File: config.mk
export PLATFORM = sky130hd
export DESIGN_NAME = pic8_core
export DESIGN_NICKNAME = d
export VERILOG_FILES = /design/src/rtl/pic8_pkg.sv /design/src/rtl/pic8_cfg.sv /design/src/rtl/pic8_req.sv /design/src/rtl/pic8_prio.sv /design/src/rtl/pic8_core.sv
export SDC_FILE = /design/constraint.sdc
export NUM_CORES = 1
export LEC_CHECK = 0
export BUFFER_PORTS_ARGS = -buffer_cell sky130_fd_sc_hd__buf_2
export CORE_ASPECT_RATIO = 0.9
export CORE_MARGIN = 4
export CORE_UTILIZATION = 47
export CTS_CLUSTER_SIZE = 30
export DETAILED_ROUTE_END_ITERATION = 10
export HOLD_SLACK_MARGIN = 0.08
export PLACE_DENSITY = 0.72
export SLEW_MARGIN = 20
export SYNTH_ARGS = -nofsm -noshare
export SYNTH_HDL_FRONTEND = slang
export SYNTH_SLANG_ARGS = --single-unit
export TNS_END_PERCENT = 5
File: constraint.sdc
create_clock -name clk -period 2.5 [get_ports clk]
set_input_delay 0.25 -clock clk [delete_from_list [all_inputs] [get_ports clk]]
set_output_delay 0.25 -clock clk [all_outputs]
set_load 0.02 [all_outputs]
File: src/rtl/pic8_pkg.sv
package pic8_pkg;
    localparam int unsigned START_BIT = 4;
    localparam logic [2:0]  EOI_OP    = 3'b011;

    typedef enum logic [2:0] {
        ST_IDLE,
        ST_BASE,
        ST_CAS,
        ST_MODE,
        ST_READY
    } cfg_step_e;
endpackage

File: src/rtl/pic8_cfg.sv
module pic8_cfg
    import pic8_pkg::*;
#(
    parameter int unsigned DW = 8,
    parameter int unsigned N  = 8,
    localparam int unsigned W = $clog2(N)
) (
    input  logic             clk,
    input  logic             rst_n,
    input  logic             wr_i,
    input  logic             sel_i,
    input  logic [DW-1:0]    wdata_i,
    output logic             ready_o,
    output logic [N-1:0]     mask_o,
    output logic [DW-1:W]    base_hi_o,
    output logic [DW-1:0]    cas_o,
    output logic             start_o,
    output logic             eoi_o,
    output logic [W-1:0]     eoi_line_o
);
    typedef struct packed {
        cfg_step_e     step;
        logic [N-1:0]  mask;
        logic [DW-1:W] base_hi;
        logic [DW-1:0] cas;
    } cfg_t;

    cfg_t cfg_d, cfg_q;
    logic cmd_wr, dat_wr;

    always_comb begin
        cmd_wr     = wr_i && !sel_i;
        dat_wr     = wr_i && sel_i;
        start_o    = cmd_wr && wdata_i[START_BIT];
        eoi_o      = cmd_wr && !wdata_i[START_BIT] &&
                     (wdata_i[DW-1:DW-3] == EOI_OP) && (cfg_q.step == ST_READY);
        eoi_line_o = wdata_i[W-1:0];

        cfg_d = cfg_q;
        if (start_o) begin
            cfg_d.step = ST_BASE;
            cfg_d.mask = '0;
        end else if (dat_wr) begin
            unique case (cfg_q.step)
                ST_BASE:  begin
                    cfg_d.base_hi = wdata_i[DW-1:W];
                    cfg_d.step    = ST_CAS;
                end
                ST_CAS:   begin
                    cfg_d.cas  = wdata_i;
                    cfg_d.step = ST_MODE;
                end
                ST_MODE:  cfg_d.step = ST_READY;
                ST_READY: cfg_d.mask = wdata_i[N-1:0];
                default:  cfg_d.step = cfg_q.step;
            endcase
        end
    end

    always_ff @(posedge clk or negedge rst_n) begin
        if (!rst_n) begin
            cfg_q.step    <= ST_IDLE;
            cfg_q.mask    <= '1;
            cfg_q.base_hi <= '0;
            cfg_q.cas     <= '0;
        end else begin
            cfg_q <= cfg_d;
        end
    end

    assign ready_o   = (cfg_q.step == ST_READY);
    assign mask_o    = cfg_q.mask;
    assign base_hi_o = cfg_q.base_hi;
    assign cas_o     = cfg_q.cas;

    AST_START_CLEARS_MASK: assert property (@(posedge clk) disable iff (!rst_n)
        start_o |=> (mask_o == '0) && !ready_o);
    AST_MASK_LOADS: assert property (@(posedge clk) disable iff (!rst_n)
        (dat_wr && ready_o) |=> (mask_o == $past(wdata_i[N-1:0])));
    AST_MODE_FINISHES: assert property (@(posedge clk) disable iff (!rst_n)
        (dat_wr && cfg_q.step == ST_MODE) |=> ready_o);
endmodule

File: src/rtl/pic8_req.sv
module pic8_req #(
    parameter int unsigned N = 8,
    localparam int unsigned W = $clog2(N)
) (
    input  logic          clk,
    input  logic          rst_n,
    input  logic [N-1:0]  irq_i,
    input  logic          clr_isr_i,
    input  logic          take_i,
    input  logic [W-1:0]  take_line_i,
    input  logic          eoi_i,
    input  logic [W-1:0]  eoi_line_i,
    output logic [N-1:0]  pend_o,
    output logic [N-1:0]  isr_o
);
    typedef struct packed {
        logic [N-1:0] prev;
        logic [N-1:0] pend;
        logic [N-1:0] isr;
    } req_t;

    req_t req_d, req_q;
    logic [N-1:0] rise, take_vec, eoi_vec;

    for (genvar g = 0; g < N; g++) begin : g_line
        assign rise[g]     = irq_i[g] && !req_q.prev[g];
        assign take_vec[g] = take_i && (take_line_i == W'(g));
        assign eoi_vec[g]  = eoi_i && (eoi_line_i == W'(g));
    end

    always_comb begin
        req_d      = req_q;
        req_d.prev = irq_i;
        req_d.pend = (req_q.pend & ~take_vec) | rise;
        if (clr_isr_i) req_d.isr = '0;
        else           req_d.isr = (req_q.isr & ~eoi_vec) | take_vec;
    end

    always_ff @(posedge clk or negedge rst_n) begin
        if (!rst_n) begin
            req_q <= '0;
        end else begin
            req_q <= req_d;
        end
    end

    assign pend_o = req_q.pend;
    assign isr_o  = req_q.isr;

    AST_PEND_HELD: assert property (@(posedge clk) disable iff (!rst_n)
        !take_i |=> ((pend_o & $past(pend_o)) == $past(pend_o)));
    AST_TAKE_SETS_ISR: assert property (@(posedge clk) disable iff (!rst_n)
        (take_i && !clr_isr_i) |=> (isr_o[$past(take_line_i)] && !pend_o[$past(take_line_i)]) ||
                                   $past(irq_i[take_line_i]));
    AST_EOI_CLEARS: assert property (@(posedge clk) disable iff (!rst_n)
        (eoi_i && !(take_i && take_line_i == eoi_line_i)) |=> !isr_o[$past(eoi_line_i)]);
endmodule

File: src/rtl/pic8_prio.sv
module pic8_prio #(
    parameter int unsigned N = 8,
    localparam int unsigned W = $clog2(N)
) (
    input  logic [N-1:0] req_i,
    input  logic [N-1:0] isr_i,
    output logic [W-1:0] win_o,
    output logic         fire_o
);
    logic [W-1:0] isr_top;

    always_comb begin
        win_o   = '0;
        isr_top = '0;
        for (int i = N - 1; i >= 0; i--) begin
            if (req_i[i]) win_o   = W'(i);
            if (isr_i[i]) isr_top = W'(i);
        end
        fire_o = (|req_i) && (!(|isr_i) || (win_o < isr_top));
    end
endmodule

File: src/rtl/pic8_core.sv
module pic8_core
    import pic8_pkg::*;
#(
    parameter int unsigned DW = 8,
    parameter int unsigned N  = 8,
    localparam int unsigned W = $clog2(N)
) (
    input  logic          clk,
    input  logic          rst_n,
    input  logic          bus_wr,
    input  logic          bus_sel,
    input  logic [DW-1:0] bus_wdata,
    output logic [DW-1:0] bus_rdata,
    input  logic [N-1:0]  irq_in,
    output logic          int_req,
    input  logic          int_ack,
    output logic [DW-1:0] int_vector,
    output logic [DW-1:0] cascade_id,
    output logic          init_done
);
    logic          ready, start, eoi, fire, take;
    logic [N-1:0]  mask, pend, isr;
    logic [DW-1:W] base_hi;
    logic [W-1:0]  eoi_line, win;

    pic8_cfg #(.DW(DW), .N(N)) u_cfg (
        .clk        (clk),
        .rst_n      (rst_n),
        .wr_i       (bus_wr),
        .sel_i      (bus_sel),
        .wdata_i    (bus_wdata),
        .ready_o    (ready),
        .mask_o     (mask),
        .base_hi_o  (base_hi),
        .cas_o      (cascade_id),
        .start_o    (start),
        .eoi_o      (eoi),
        .eoi_line_o (eoi_line)
    );

    pic8_req #(.N(N)) u_req (
        .clk         (clk),
        .rst_n       (rst_n),
        .irq_i       (irq_in),
        .clr_isr_i   (start),
        .take_i      (take),
        .take_line_i (win),
        .eoi_i       (eoi),
        .eoi_line_i  (eoi_line),
        .pend_o      (pend),
        .isr_o       (isr)
    );

    pic8_prio #(.N(N)) u_prio (
        .req_i  (pend & ~mask),
        .isr_i  (isr),
        .win_o  (win),
        .fire_o (fire)
    );

    assign int_req    = ready && fire;
    assign take       = int_ack && int_req;
    assign int_vector = {base_hi, (take ? win : {W{1'b1}})};
    assign bus_rdata  = bus_sel ? DW'(mask) : '0;
    assign init_done  = ready;

    AST_QUIET_UNTIL_READY: assert property (@(posedge clk) disable iff (!rst_n)
        !init_done |-> !int_req);
    AST_NEEDS_UNMASKED: assert property (@(posedge clk) disable iff (!rst_n)
        int_req |-> |(pend & ~mask));
    AST_SPURIOUS_NO_CHANGE: assert property (@(posedge clk) disable iff (!rst_n)
        (int_ack && !int_req && !bus_wr) |=> $stable(isr));
endmodule

# Word level (Yosys, flattened, before mapping)
# Index checks and enable logic that the tools add are counted.
# Widths: inputs -> output; s select.
[word_totals] register_bits=48 in_bits=21 out_inout_bits=26 word_cells=117
[op_classes] order_cmp=1 n_eq_ne=19 mux=25 bitwise_logic=9 reduce_logical=56
[op_table] op="$mux 3" count=17
[op_table] op="$logic_and 1x1->1" count=33
[op_table] op="$mux 8" count=4
[op_table] op="$eq 3x3->1 const B" count=9
[op_table] op="$and 8x8->8" count=3
[op_table] op="$mux 24" count=1
[op_table] op="$not 8->8" count=3
[op_table] op="$eq 3x2->1 const B" count=7
[op_table] op="$or 8x8->8" count=2
[op_table] op="$reduce_or 8->1" count=2
[op_table] op="$logic_not 1->1" count=11
[op_table] op="$mux 11" count=1
[op_table] op="$eq 3x1->1 const B" count=3
[op_table] op="$pmux 3 s3" count=1
[op_table] op="$logic_not 3->1" count=2
[op_table] op="$reduce_and 3->1" count=2
[op_table] op="$mux 5" count=1
[op_table] op="$reduce_and 2->1" count=2
[op_table] op="$reduce_bool 2->1" count=2
[op_table] op="$reduce_bool 4->1" count=1
[op_table] op="$lt 3x3->1" count=1
[op_table] op="$logic_or 1x1->1" count=1
[op_table] op="$not 1->1" count=1

# Longest topological paths before layout
# Gate-level depths: netlist (run 1).
[depth] ltp_word=19 mapped_depth=9 ltp_nobuf=9

# Hierarchy
# A second synthesis (run 1) with hierarchy kept.
[unflattened] cells_unflattened=261 hier_area_um2=2723.9
[modules_own_cells] module="pic8_cfg" n_inst=1 cells_per_inst=120 area_per_inst_um2=1290.0 seq_area_each_um2=610.6
[modules_own_cells] module="pic8_req" n_inst=1 cells_per_inst=89 area_per_inst_um2=1078.5 seq_area_each_um2=600.6
[modules_own_cells] module="pic8_prio" n_inst=1 cells_per_inst=31 area_per_inst_um2=215.2 seq_area_each_um2=0.0
[modules_own_cells] module="pic8_core" n_inst=1 cells_per_inst=21 area_per_inst_um2=140.1 seq_area_each_um2=0.0

# Worst setup path before layout (run 1)
# Ideal clock, no wire load.
[synth_timing] kind="register to output" startpoint="reg, netlist name u_cfg.mask_o[2]" endpoint="out int_vector[0]" arrival_ns=2.454 required_ns=2.250 slack_ns=-0.204 path_stages_with_launch=9 path_buffers=0 cell_sequence="dfstp_2 nor2b_1 or4_4 nor2_1 ha_1 a211oi_1 o21ai_0 a211oi_2 nand2_1"
[synth_via] elab_chain_len=11 word_cells_on_any_way=12 cone_classes="order compare (1); mux (4); bitwise (2); reduce/logical (5)"
[synth_lines] item="$not 8->8 (*)" line_no="pic8_core.sv:55" source=".req_i (pend & ~mask),"
[synth_lines] item="$and 8x8->8 (*)" line_no="pic8_core.sv:55"
[synth_lines] item="$mux 3 (3 in a row)" line_no="pic8_prio.sv:16" source="if (req_i[i]) win_o = W'(i);"
[synth_lines] item="$lt 3x3->1" line_no="pic8_prio.sv:19" source="fire_o = (|req_i) && (!(|isr_i) || (win_o < isr_top));"
[synth_lines] item="$logic_or 1x1->1" line_no="pic8_prio.sv:19"
[synth_lines] item="$logic_and 1x1->1" line_no="pic8_prio.sv:19"
[synth_lines] item="$logic_and 1x1->1" line_no="pic8_core.sv:61" source="assign int_req = ready && fire;"
[synth_lines] item="$logic_and 1x1->1" line_no="pic8_core.sv:62" source="assign take = int_ack && int_req;"
[synth_lines] item="$mux 3 (*)" line_no="pic8_core.sv:63" source="assign int_vector = {base_hi, (take ? win : {W{1'b1}})};"
[synth_lines] item="to (decl)" line_no="pic8_core.sv:17" source="output logic [DW-1:0] int_vector,"
# Mark *: on every way between the ends. The rest lies on a longest branch, timed or not.

# Final worst setup path (run 1)
[layout_timing] startpoint="reg, netlist name u_cfg.mask_o[2]" endpoint="out int_vector[0]"
[layout_via] elab_chain_len=11 word_cells_on_any_way=12 cone_classes="order compare (1); mux (4); bitwise (2); reduce/logical (5)"
[layout_lines] item="$not 8->8 (*)" line_no="pic8_core.sv:55"
[layout_lines] item="$and 8x8->8 (*)" line_no="pic8_core.sv:55"
[layout_lines] item="$mux 3 (3 in a row)" line_no="pic8_prio.sv:16"
[layout_lines] item="$lt 3x3->1" line_no="pic8_prio.sv:19"
[layout_lines] item="$logic_or 1x1->1" line_no="pic8_prio.sv:19"
[layout_lines] item="$logic_and 1x1->1" line_no="pic8_prio.sv:19"
[layout_lines] item="$logic_and 1x1->1" line_no="pic8_core.sv:61"
[layout_lines] item="$logic_and 1x1->1" line_no="pic8_core.sv:62"
[layout_lines] item="$mux 3 (*)" line_no="pic8_core.sv:63"
# Marked as above.

==> parameters.txt, run 1 <==
Parameter                              Value

Yosys
  Share of flip-flops with an asynchronous set or reset after synthesis    100%
  Netlist Area Pre-Place    2560 µm²
  Mean instance size in the synthesized netlist    10.3 µm²
  Number of distinct standard cells referenced by the synthesized netlist    55
  Synthesized instance count    250
  Register bit total from synthesis    48
  Sequential area share after synthesis    47.2%
  Number of nets produced by synthesis    273
  Syn. warnings    0
  Post-synth top flop    sky130_fd_sc_hd__dfrtp_1
  Number of enable flip-flop cells after synthesis    0

Floorplan
  Starting Density    48.8%
  Die W    85.9 µm
  Core area    5260 µm²
  I/O pin total    47
  Count of standard-cell rows    25
  Die Area    6700 µm²
  Overall die height    78.1 µm

Setup path
  Kind of end point of the critical path    output port
  Delay of the slowest critical-path stage    550 ps
  Slowest cell on the critical path    sky130_fd_sc_hd__or4_4
  Worst Path Required    2250 ps
  Classification of the worst setup path    reg -> out
  Cell Chain, Critical Path    nor2b_2, or4_4, nor2_4, ha_4, a211oi_2, o21ai_2, a211oi_4, nand2_2, buf_2
  Worst Setup Start Kind    register
  Critical path fanouts, max    5
  Data arrival time of the worst path    2590 ps

Place
  Detail Placement HPWL    4.60 mm
  Pre-CTS setup slack    -205 ps
  Port Buf Inserts    46
  GPL Wtd Cong    0.918
  Cell total after placement    370

Global routing
  Vias in the first global route    2226
  Wire length of the first global-routing pass    10.4 mm
  Maximum number of pins on one net before global-route repair    24
  Sum of overflow across all layers after global routing    0
  Initial antenna violation count    0
  Total routing resource utilization after global routing    19.4%

Power and ir drop
  Combinational fraction of design power    39.8%
  Power Dens Cells    816 nW/µm²
  Clock power frac    18.1%
  Peak supply drop    0.373 mV
  Overall power of the completed layout    0.00263 W
  Power dissipated by switching net loads    0.000989 W
  Static leakage    1.47 nW
  Switching power share of the total    37.5%
  Reg power frac    42.0%
  Internal cell power    0.00165 W

STA
  Final critical-path share of the clock period    114%
  Worst Hold Margin    191 ps
  Worst clock skew on the final layout    8.25 ps
  Fin crit period    2840 ps
  Max transition margin    49.1%
  RSZ-0062 raised after global routing    true
  Worst-margin pin slew    761 ps
  Final total negative setup slack    -2260 ps
  Final critical-path setup slack    -343 ps
  Final count of hold timing violations    0
  Highest Clock Rate    352 MHz
  Total setup violations reported at the end of the flow    12
  Final Max Tran Viols    0

Route
  Post-route ant nets    0
  Number of DRC markers after the initial detailed-route iteration    102
  Via count    2130
  Residual DRC    0
  Routed wirelength normalized by instance count    16.0 µm
  Wirelength, routed    6.21 mm
  Via density    5.48
  Detailed-router iteration count before antenna repair    5

Outcome
  Violations in the final reports    setup timing
  Result of the run    finished with violations

Cells and area
  Final instance count without filler cells    389
  Area delta synth->final    25.9%
  Final antenna diode count    0
  Fillers    437
  Final net count    344
  Share of post-route cells with drive strength above 1    40.1%

Clock tree
  Root Buffer    sky130_fd_sc_hd__clkbuf_8
  Total number of H-tree levels    2
  Number of buffers created by CTS    5
  Max clock buf depth    2
  Clk_lat worst skew    300 ps
  Number of sinks driven by the clock tree    48
  Clock-pin slew on the worst setup and hold paths    100 ps
  Clock tree from TritonCTS    done

Job
  Number of maximum-capacitance constraint violations    0

Hold path
  Hold WC Path Type    in -> reg
-- cell usage in the layout (no fill, tap or decap), types with 3 or more instances in the layout --
cell                            count
sky130_fd_sc_hd__and2_1            10
sky130_fd_sc_hd__nor2_1            11
sky130_fd_sc_hd__buf_4             24
sky130_fd_sc_hd__nor2b_1            6
sky130_fd_sc_hd__dfrtp_1           40
sky130_fd_sc_hd__o22ai_1            5
sky130_fd_sc_hd__nand2_1           10
sky130_fd_sc_hd__o21ai_2            3
sky130_fd_sc_hd__inv_1             24
sky130_fd_sc_hd__nor2b_2            3
sky130_fd_sc_hd__clkbuf_8           5
sky130_fd_sc_hd__o21ai_0           22
sky130_fd_sc_hd__nand3b_1           3
sky130_fd_sc_hd__o21ai_1            3
sky130_fd_sc_hd__dlygate4sd3_1      9
sky130_fd_sc_hd__buf_2             45
sky130_fd_sc_hd__buf_6              4
sky130_fd_sc_hd__a221o_1            4
sky130_fd_sc_hd__dfstp_2            8
sky130_fd_sc_hd__nand3_1           11
sky130_fd_sc_hd__mux2_2            13
sky130_fd_sc_hd__nand2b_1           6
sky130_fd_sc_hd__nor3_1             3
-- critical path, delay by kind of cell, from the launching register on --
family                     cells  cell delay (ps)
AOI/OAI and AO/OA              3              590
adders and majority gates      1              210
buffers and inverters          1              160
DFF                            1              540
and+or+nand+nor                4              790
-- path summary, 6_finish.rpt --
kind | start | end | slack, ps | cells past startpoint
worst max-delay path | u_cfg.mask_o[2] | int_vector[0] | -340 | 9
worst min-delay path | bus_wdata[3] | u_cfg.mask_o[3] | 190 | 3
worst max register to register | u_cfg.mask_o[2] | u_req.pend_o[6] | -160 | 11
worst min register to register | u_req.req_q[22] | u_req.pend_o[6] | 480 | 1
max in group asynchronous | rst_n | u_cfg.mask_o[2] | 1450 | 3
min in group asynchronous | rst_n | u_cfg.cas_o[2] | 380 | 2
-- routing by layer --
layer,global-route usage (%),vias to the layer above,part of all wire (%)
met4,5.38,0,1.7
met3,3.25,13,4.4
met1,26.8,1030,46
li1,-,1021,-
met5,0,-,0
met2,31.5,66,48
-- logic make-up after synthesis --
| kind of cell | after synthesis | share of synthesized area, % |
|---|---|---|
| simple gates | 82 | 20.7 |
| compound gates | 63 | 17.2 |
| flops | 48 | 47.2 |
| buf+inv | 42 | 8.20 |
| mux | 13 | 5.71 |
| fa+ha+maj | 2 | 0.975 |
-- metrics by stage --
stage                     instance area (µm²)  util, %
after floorplan                          2570        -
after global placement                   2960     56.3
after detailed placement                 2960     56.3
after CTS                                3160     60.1
after global routing                     3230     61.5
final                                    3230     61.5
-- power groups by stage --
stage / clock network (W) / registers, W / logic, W
2_1_floorplan: 0 / 0.00108 / 0.000783
3_3_place_gp: 0 / 0.00111 / 0.000960
3_5_place_dp: 0 / 0.00112 / 0.000982
4_1_cts: 0.000485 / 0.00110 / 0.00101
5_1_grt: 0.000527 / 0.00114 / 0.00113
6_report: 0.000478 / 0.00111 / 0.00105
-- final cells by class --
class                   instances  area (µm²)  area share, %
repair buffers                 82         541           16.7
multi-input cells             160        1210           37.6
clock inverters                 3        21.3          0.659
clock buffers                   5        68.8           2.13
well taps                      67        83.8           2.60
inverters                      24        90.1           2.79
flip-flops and latches         48        1210           37.5
-- cell usage after synthesis, drive strengths merged (2+ instances only) --
library cell | n | area (µm²)
or2 | 2 | 12.5
dfrtp | 40 | 1000
nand4 | 2 | 12.5
buf | 15 | 108
nor2 | 12 | 45.0
nand2 | 11 | 41.3
inv | 24 | 90.1
nand3 | 11 | 55.1
a21boi | 2 | 15.0
a221o | 4 | 40.0
clkbuf | 3 | 12.5
nor4b | 2 | 47.6
o21ai | 28 | 144
a211oi | 3 | 27.5
o2bb2ai | 2 | 17.5
nor4 | 3 | 25.0
ha | 2 | 25.0
o221ai | 2 | 17.5
nand3b | 4 | 42.5
a31o | 2 | 17.5
a21oi | 2 | 10.0
and2 | 10 | 62.6
o31ai | 2 | 15.0
mux2 | 13 | 146
nand2b | 6 | 37.5
a22o | 2 | 17.5
nor3 | 3 | 15.0
dfstp | 8 | 210
o22ai | 5 | 31.3
nor2b | 9 | 61.3
-- state kept, by name, indices dropped and copies added, names as in the netlist --
signal           flops
u_req.isr_o          8
u_cfg.base_hi_o      5
u_req.pend_o         8
u_cfg.cfg_q          3
u_req.req_q          8
u_cfg.cas_o          8
u_cfg.mask_o         8
-- timing repair --
action	4_1_cts	5_1_grt
endpoints found under the hold margin	21	0
gates resized for setup	5	14
setup endpoints to repair	12	18
hold buffers	9	0
pin swaps	2	3
buffers inserted	1	1
Power figures use the tool's default switching activity.
==> inputs of run 2 (changes only) <==
--- a/config.mk
+++ b/config.mk
@@ -13,6 +13,7 @@
 export DETAILED_ROUTE_END_ITERATION = 10
 export HOLD_SLACK_MARGIN = 0.08
 export PLACE_DENSITY = 0.72
+export RECOVER_POWER = 25
 export SLEW_MARGIN = 20
 export SYNTH_ARGS = -nofsm -noshare
 export SYNTH_HDL_FRONTEND = slang
==> parameters.txt, run 2 (synthesis gave the netlist of run 1 again) <==
Parameter                              Value

Power and ir drop
  Combinational fraction of design power    39.7%
  Peak supply drop    0.372 mV
  Power dissipated by switching net loads    0.000985 W
  Clock power frac    18.1%
  Internal cell power    0.00164 W
  Power Dens Cells    817 nW/µm²
  Reg power frac    42.1%
  Static leakage    1.45 nW
  Switching power share of the total    37.5%

STA
  Highest Clock Rate    352 MHz
  Final total negative setup slack    -2230 ps
  Final critical-path share of the clock period    114%
  Final Max Tran Viols    0
  Final critical-path setup slack    -340 ps
  Fin crit period    2840 ps
  RSZ-0062 raised after global routing    true
  Worst clock skew on the final layout    10.2 ps
  Final count of hold timing violations    0
  Max transition margin    43.4%
  Worst-margin pin slew    849 ps
  Total setup violations reported at the end of the flow    12

Setup path
  Cell Chain, Critical Path    nor2b_2, or4_4, nor2_4, ha_4, a211oi_2, o21ai_2, a211oi_4, nand2_2, buf_2
  Launch point of the critical path    u_cfg.mask_o[2]
  Buf+Inv Stages, Crit Path    1
  End of the worst register-to-register path    u_req.pend_o[6]
  Slowest cell on the critical path    sky130_fd_sc_hd__or4_4
  Depth of the worst register-to-register path    11
  Delay of the slowest critical-path stage    550 ps
  Worst Path Required    2250 ps
  Data arrival time of the worst path    2590 ps
  Classification of the worst setup path    reg -> out
  Kind of cell adding the most delay to the critical path    simple AND/OR/NAND/NOR gates
  Critical path fanouts, max    5
  Slack of the worst reg-to-reg path    -160 ps
  R2R Path Start    u_cfg.mask_o[2]
  Worst Setup Start Kind    register
  Kind of end point of the critical path    output port

Place
  Detail Placement HPWL    4.60 mm
  GPL Wtd Cong    0.918
  Port Buf Inserts    46

Route
  Detailed-router iteration count before antenna repair    4
  Number of DRC markers after the initial detailed-route iteration    105
  Post-route ant nets    0
  Residual DRC    0
  Via density    5.51
  Routed wirelength normalized by instance count    15.9 µm
  Via count    2144
  Wirelength, routed    6.20 mm

Cells and area
  Final design utilization    61.2%
  Commonest cells after routing, fill and taps aside    sky130_fd_sc_hd__dfrtp_1 (40), sky130_fd_sc_hd__buf_2 (38), sky130_fd_sc_hd__inv_1 (24), sky130_fd_sc_hd__buf_4 (23), sky130_fd_sc_hd__o21ai_0 (22)
  Final net count    344
  Area delta synth->final    25.4%
  Final antenna diode count    0
  Share of post-route cells with drive strength above 1    37.6%
  Fillers    441
  Most frequent standard cell in the layout excluding fill and tap cells    sky130_fd_sc_hd__dfrtp_1

Clock tree
  Clock tree from TritonCTS    done
  Max clock buf depth    2
  Root Buffer    sky130_fd_sc_hd__clkbuf_8
  Number of buffers created by CTS    5
  Total number of H-tree levels    2
  Clk_lat worst skew    300 ps
  Number of sinks driven by the clock tree    48
  Clock-pin slew on the worst setup and hold paths    90 ps

Floorplan
  Die W    85.9 µm
  Core area    5260 µm²
  Starting Density    48.8%
  Die Area    6700 µm²
  Count of standard-cell rows    25
  I/O pin total    47
  Overall die height    78.1 µm

Outcome
  Violations in the final reports    setup timing
  Result of the run    finished with violations

Job
  Number of maximum-capacitance constraint violations    0

Hold path
  Hold path start    bus_wdata[3]
  Worst hold stages    3
  Hold WC Path Type    in -> reg
  Endpoint of the worst hold path    u_cfg.mask_o[3]

Global routing
  Maximum number of pins on one net before global-route repair    24
  Vias in the first global route    2226
  Initial antenna violation count    0
  Wire length of the first global-routing pass    10.4 mm
  Sum of overflow across all layers after global routing    0
  Total routing resource utilization after global routing    19.4%
==> run 2: worst register-to-register path, stage by stage, from the launching register on <==
cell and delay (ps):
sky130_fd_sc_hd__dfstp_2 540, sky130_fd_sc_hd__nor2b_2 60, sky130_fd_sc_hd__or4_4 550, sky130_fd_sc_hd__nor2_4 120
sky130_fd_sc_hd__ha_4 210, sky130_fd_sc_hd__a211oi_2 200, sky130_fd_sc_hd__o21ai_2 120, sky130_fd_sc_hd__a211oi_4 270
sky130_fd_sc_hd__buf_4 160, sky130_fd_sc_hd__buf_6 110, sky130_fd_sc_hd__buf_6 100, sky130_fd_sc_hd__o221ai_2 90
==> run 2: power groups by stage <==
stage | clock network (W) | logic (W) | registers (W)
after floorplan | 0 | 0.000783 | 0.00108
after global placement | 0 | 0.000960 | 0.00111
after detailed placement | 0 | 0.000982 | 0.00112
after CTS | 0.000485 | 0.00101 | 0.00110
after global routing | 0.000527 | 0.00113 | 0.00114
final | 0.000476 | 0.00105 | 0.00111
==> run 2: layout make-up <==
cell class / instances / area, µm² / area share (%)
inverter: 24 / 90.1 / 2.80
tap: 67 / 83.8 / 2.61
clock inverter: 3 / 21.3 / 0.661
clock buffer: 5 / 68.8 / 2.14
timing repair buffer: 82 / 528 / 16.4
sequential: 48 / 1210 / 37.7
multi-input combinational: 160 / 1210 / 37.7
==> run 2: worst max-delay path by stage <==
| stage | to | slack (ps) | depth (start not counted) |
|---|---|---|---|
| after floorplan | int_vector[0] | -50 | 8 |
| after global placement | int_req | -140 | 9 |
| after detailed placement | int_req | -200 | 9 |
| after CTS | int_vector[0] | -400 | 9 |
| after global routing | int_vector[0] | -430 | 9 |
| final | int_vector[0] | -340 | 9 |
==> run 2: metrics by stage <==
step	std cells	worst slack [ps]	cell area, µm²	hold slack (ps)	power [W]
after global routing	389	-433	3220	184	0.00280
after CTS	388	-404	3160	180	0.00260
after floorplan	250	-46.0	2570	-45.6	0.00186
after global placement	370	-144	2960	168	0.00207
after detailed placement	370	-205	2960	176	0.00210
final	389	-340	3220	191	0.00263
==> run 2: per-layer routing <==
metal | global-route usage [%] | up-vias | share of wire, % | wire length, µm
met4 | 5.38 | 0 | 1.7 | 107
met2 | 31.5 | 83 | 49 | 3020
met3 | 3.25 | 13 | 5.8 | 361
met5 | 0 | - | 0 | 0
met1 | 26.8 | 1028 | 44 | 2720
li1 | - | 1020 | - | -
==> run 2: what timing repair did <==
| action | CTS | global route |
|---|---|---|
| buffers inserted | 1 | 1 |
| pin swaps | 2 | 3 |
| hold endpoints to repair | 21 | 0 |
| setup endpoints to repair | 12 | 18 |
| hold buffers | 9 | 0 |
| gates resized for setup | 5 | 14 |
==> inputs of run 3 (changes only) <==
--- a/config.mk
+++ b/config.mk
@@ -12,7 +12,7 @@
 export CTS_CLUSTER_SIZE = 30
 export DETAILED_ROUTE_END_ITERATION = 10
 export HOLD_SLACK_MARGIN = 0.08
-export PLACE_DENSITY = 0.72
+export PLACE_DENSITY = 0.69
 export RECOVER_POWER = 25
 export SLEW_MARGIN = 20
 export SYNTH_ARGS = -nofsm -noshare
==> constraint.sdc (replaced) <==
create_clock -name clk -period 3.05 [get_ports clk]
set_input_delay 0.305 -clock clk [delete_from_list [all_inputs] [get_ports clk]]
set_output_delay 0.305 -clock clk [all_outputs]
set_load 0.02 [all_outputs]
==> parameters.txt, run 3 (synthesis gave the netlist of run 1 again) <==
Parameter                              Value

STA
  Highest Clock Rate    341 MHz
  Final critical-path share of the clock period    96.2%
  RSZ-0062 raised after global routing    true
  Worst clock skew on the final layout    9.70 ps
  Final count of hold timing violations    0
  Final Max Tran Viols    34
  Max transition margin    -19.7%
  Worst-margin pin slew    1800 ps
  Final critical-path setup slack    116 ps
  Final total negative setup slack    0 ps
  Fin crit period    2930 ps
  Total setup violations reported at the end of the flow    0

Cells and area
  Share of post-route cells with drive strength above 1    33.2%
  Commonest cells after routing, fill and taps aside    sky130_fd_sc_hd__dfrtp_1 (40), sky130_fd_sc_hd__buf_2 (38), sky130_fd_sc_hd__o21ai_0 (24), sky130_fd_sc_hd__inv_1 (23), sky130_fd_sc_hd__mux2_2 (13)
  Final net count    314
  Final design utilization    56.4%
  Final instance count without filler cells    359
  Area delta synth->final    15.6%
  Final antenna diode count    0
  Most frequent standard cell in the layout excluding fill and tap cells    sky130_fd_sc_hd__dfrtp_1
  Final design area excluding fillers    2970 µm²

Power and ir drop
  Power Dens Cells    714 nW/µm²
  Switching power share of the total    35.7%
  Peak supply drop    0.380 mV
  Combinational fraction of design power    33.8%
  Internal cell power    0.00136 W
  Reg power frac    43.0%
  Clock power frac    23.2%
  Power dissipated by switching net loads    0.000756 W
  Static leakage    1.32 nW

Place
  Detail Placement HPWL    4.36 mm
  Pre-CTS setup slack    227 ps
  Area after DPL    2780 µm²
  Cell total after placement    348
  GPL Wtd Cong    0.846
  Port Buf Inserts    46

Route
  Wirelength, routed    5.84 mm
  Detailed-router iteration count before antenna repair    4
  Number of DRC markers after the initial detailed-route iteration    86
  Residual DRC    0
  Post-route ant nets    0
  Routed wirelength normalized by instance count    16.3 µm
  Via density    5.52
  Via count    1981

Clock tree
  Clock tree from TritonCTS    done
  Max clock buf depth    2
  Clk_lat worst skew    300 ps
  Number of sinks driven by the clock tree    48
  Root Buffer    sky130_fd_sc_hd__clkbuf_8
  Clock-pin slew on the worst setup and hold paths    90 ps
  Total number of H-tree levels    2
  Number of buffers created by CTS    5

Global routing
  Initial antenna violation count    0
  Maximum number of pins on one net before global-route repair    34
  Wire length of the first global-routing pass    9.83 mm
  Total routing resource utilization after global routing    18.5%
  Vias in the first global route    1996
  Sum of overflow across all layers after global routing    0

Setup path
  R2R Path Start    u_cfg.mask_o[1]
  Worst Setup Start Kind    register
  Critical path endpoint    int_vector[0]
  Critical path fanouts, max    4
  Cell count along the critical path    9
  Slack of the worst reg-to-reg path    450 ps
  Worst Path Required    2740 ps
  Data arrival time of the worst path    2630 ps
  End of the worst register-to-register path    u_req.pend_o[6]
  Cell Chain, Critical Path    nor2b_2, or4_4, nor2_4, ha_4, a211oi_2, o21ai_2, a211oi_2, nand2_1, buf_2
  Delay of the slowest critical-path stage    580 ps
  Cell repeated most along the worst path    sky130_fd_sc_hd__a211oi_2
  Launch point of the critical path    u_cfg.mask_o[1]
  Kind of cell adding the most delay to the critical path    simple AND/OR/NAND/NOR gates
  Slowest cell on the critical path    sky130_fd_sc_hd__or4_4
  Classification of the worst setup path    reg -> out
  Kind of end point of the critical path    output port
  Buf+Inv Stages, Crit Path    1
  Depth of the worst register-to-register path    9

Job
  Number of maximum-capacitance constraint violations    1

Floorplan
  Die W    85.9 µm
  Overall die height    78.1 µm
  Count of standard-cell rows    25
  Core area    5260 µm²
  Starting Density    48.8%
  I/O pin total    47
  Die Area    6700 µm²

Outcome
  Violations in the final reports    capacitance limit, slew limit
  Result of the run    finished with violations

Hold path
  Hold WC Path Type    in -> reg
## run 3: changes by cell type in the layout (fill, tap and decap cells not counted), sizes merged
cell,before,now
clkinvlp,1,0
dlygate4sd3,9,0
bufinv,0,1
inv,25,24
buf,65,45
## run 3: metal layers
layer | up-vias | track usage [%] | routed length [µm]
met5 | - | 0 | 0
met4 | 0 | 5.22 | 68
met3 | 7 | 3.25 | 215
met2 | 34 | 29.4 | 2790
met1 | 971 | 25.8 | 2770
li1 | 969 | - | -
## run 3: cell type report
class	instances	area [µm²]
Fill cell	472	2290
Sequential cell	48	1210
Multi-Input combinational cell	160	1190
Timing Repair Buffer	52	273
Inverter	24	90.1
Tap cell	67	83.8
Clock buffer	6	82.6
Clock inverter	2	38.8
## run 3: worst register-to-register path, stage by stage (launching register included)
cell	delay [ps]
sky130_fd_sc_hd__dfstp_2	560
sky130_fd_sc_hd__nor2b_2	60
sky130_fd_sc_hd__or4_4	580
sky130_fd_sc_hd__nor2_4	120
sky130_fd_sc_hd__ha_4	210
sky130_fd_sc_hd__a211oi_2	250
sky130_fd_sc_hd__o21ai_2	110
sky130_fd_sc_hd__a211oi_2	230
sky130_fd_sc_hd__buf_4	220
sky130_fd_sc_hd__o221ai_1	140
## run 3: per-stage QoR
step | total power (W) | hold WS [ps]
final | 0.00212 | 119
after global routing | 0.00225 | 105
after CTS | 0.00212 | 82.6
after detailed placement | 0.00162 | 415
after global placement | 0.00161 | 403
after floorplan | 0.00151 | 9.41
## run 3: how the worst min path moves through the flow
stage,startpoint,endpoint,slack [ps],cells after the start
final,irq_in[6],u_req.req_q[22],120,1
after CTS,rst_n,u_cfg.cas_o[2],80,1
after global placement,rst_n,u_cfg.cas_o[2],400,1
after global routing,irq_in[6],u_req.req_q[22],110,1
after floorplan,rst_n,u_cfg.base_hi_o[3],9,0
after detailed placement,rst_n,u_cfg.cas_o[2],410,1
## run 3: power groups by stage
stage	clock, W	combinational [W]	sequential, W
6_report	0.000490	0.000717	0.000911
5_1_grt	0.000527	0.000785	0.000940
4_1_cts	0.000501	0.000708	0.000911
3_5_place_dp	0	0.000702	0.000923
3_3_place_gp	0	0.000689	0.000916
2_1_floorplan	0	0.000631	0.000881
## run 3: what timing repair did
action | 4_1_cts | 5_1_grt
endpoints found under the setup margin | 4 | 4
hold buffers | 0 | 0
resized for setup | 3 | 10
setup buffers | 0 | 3
pin swaps | 1 | 7
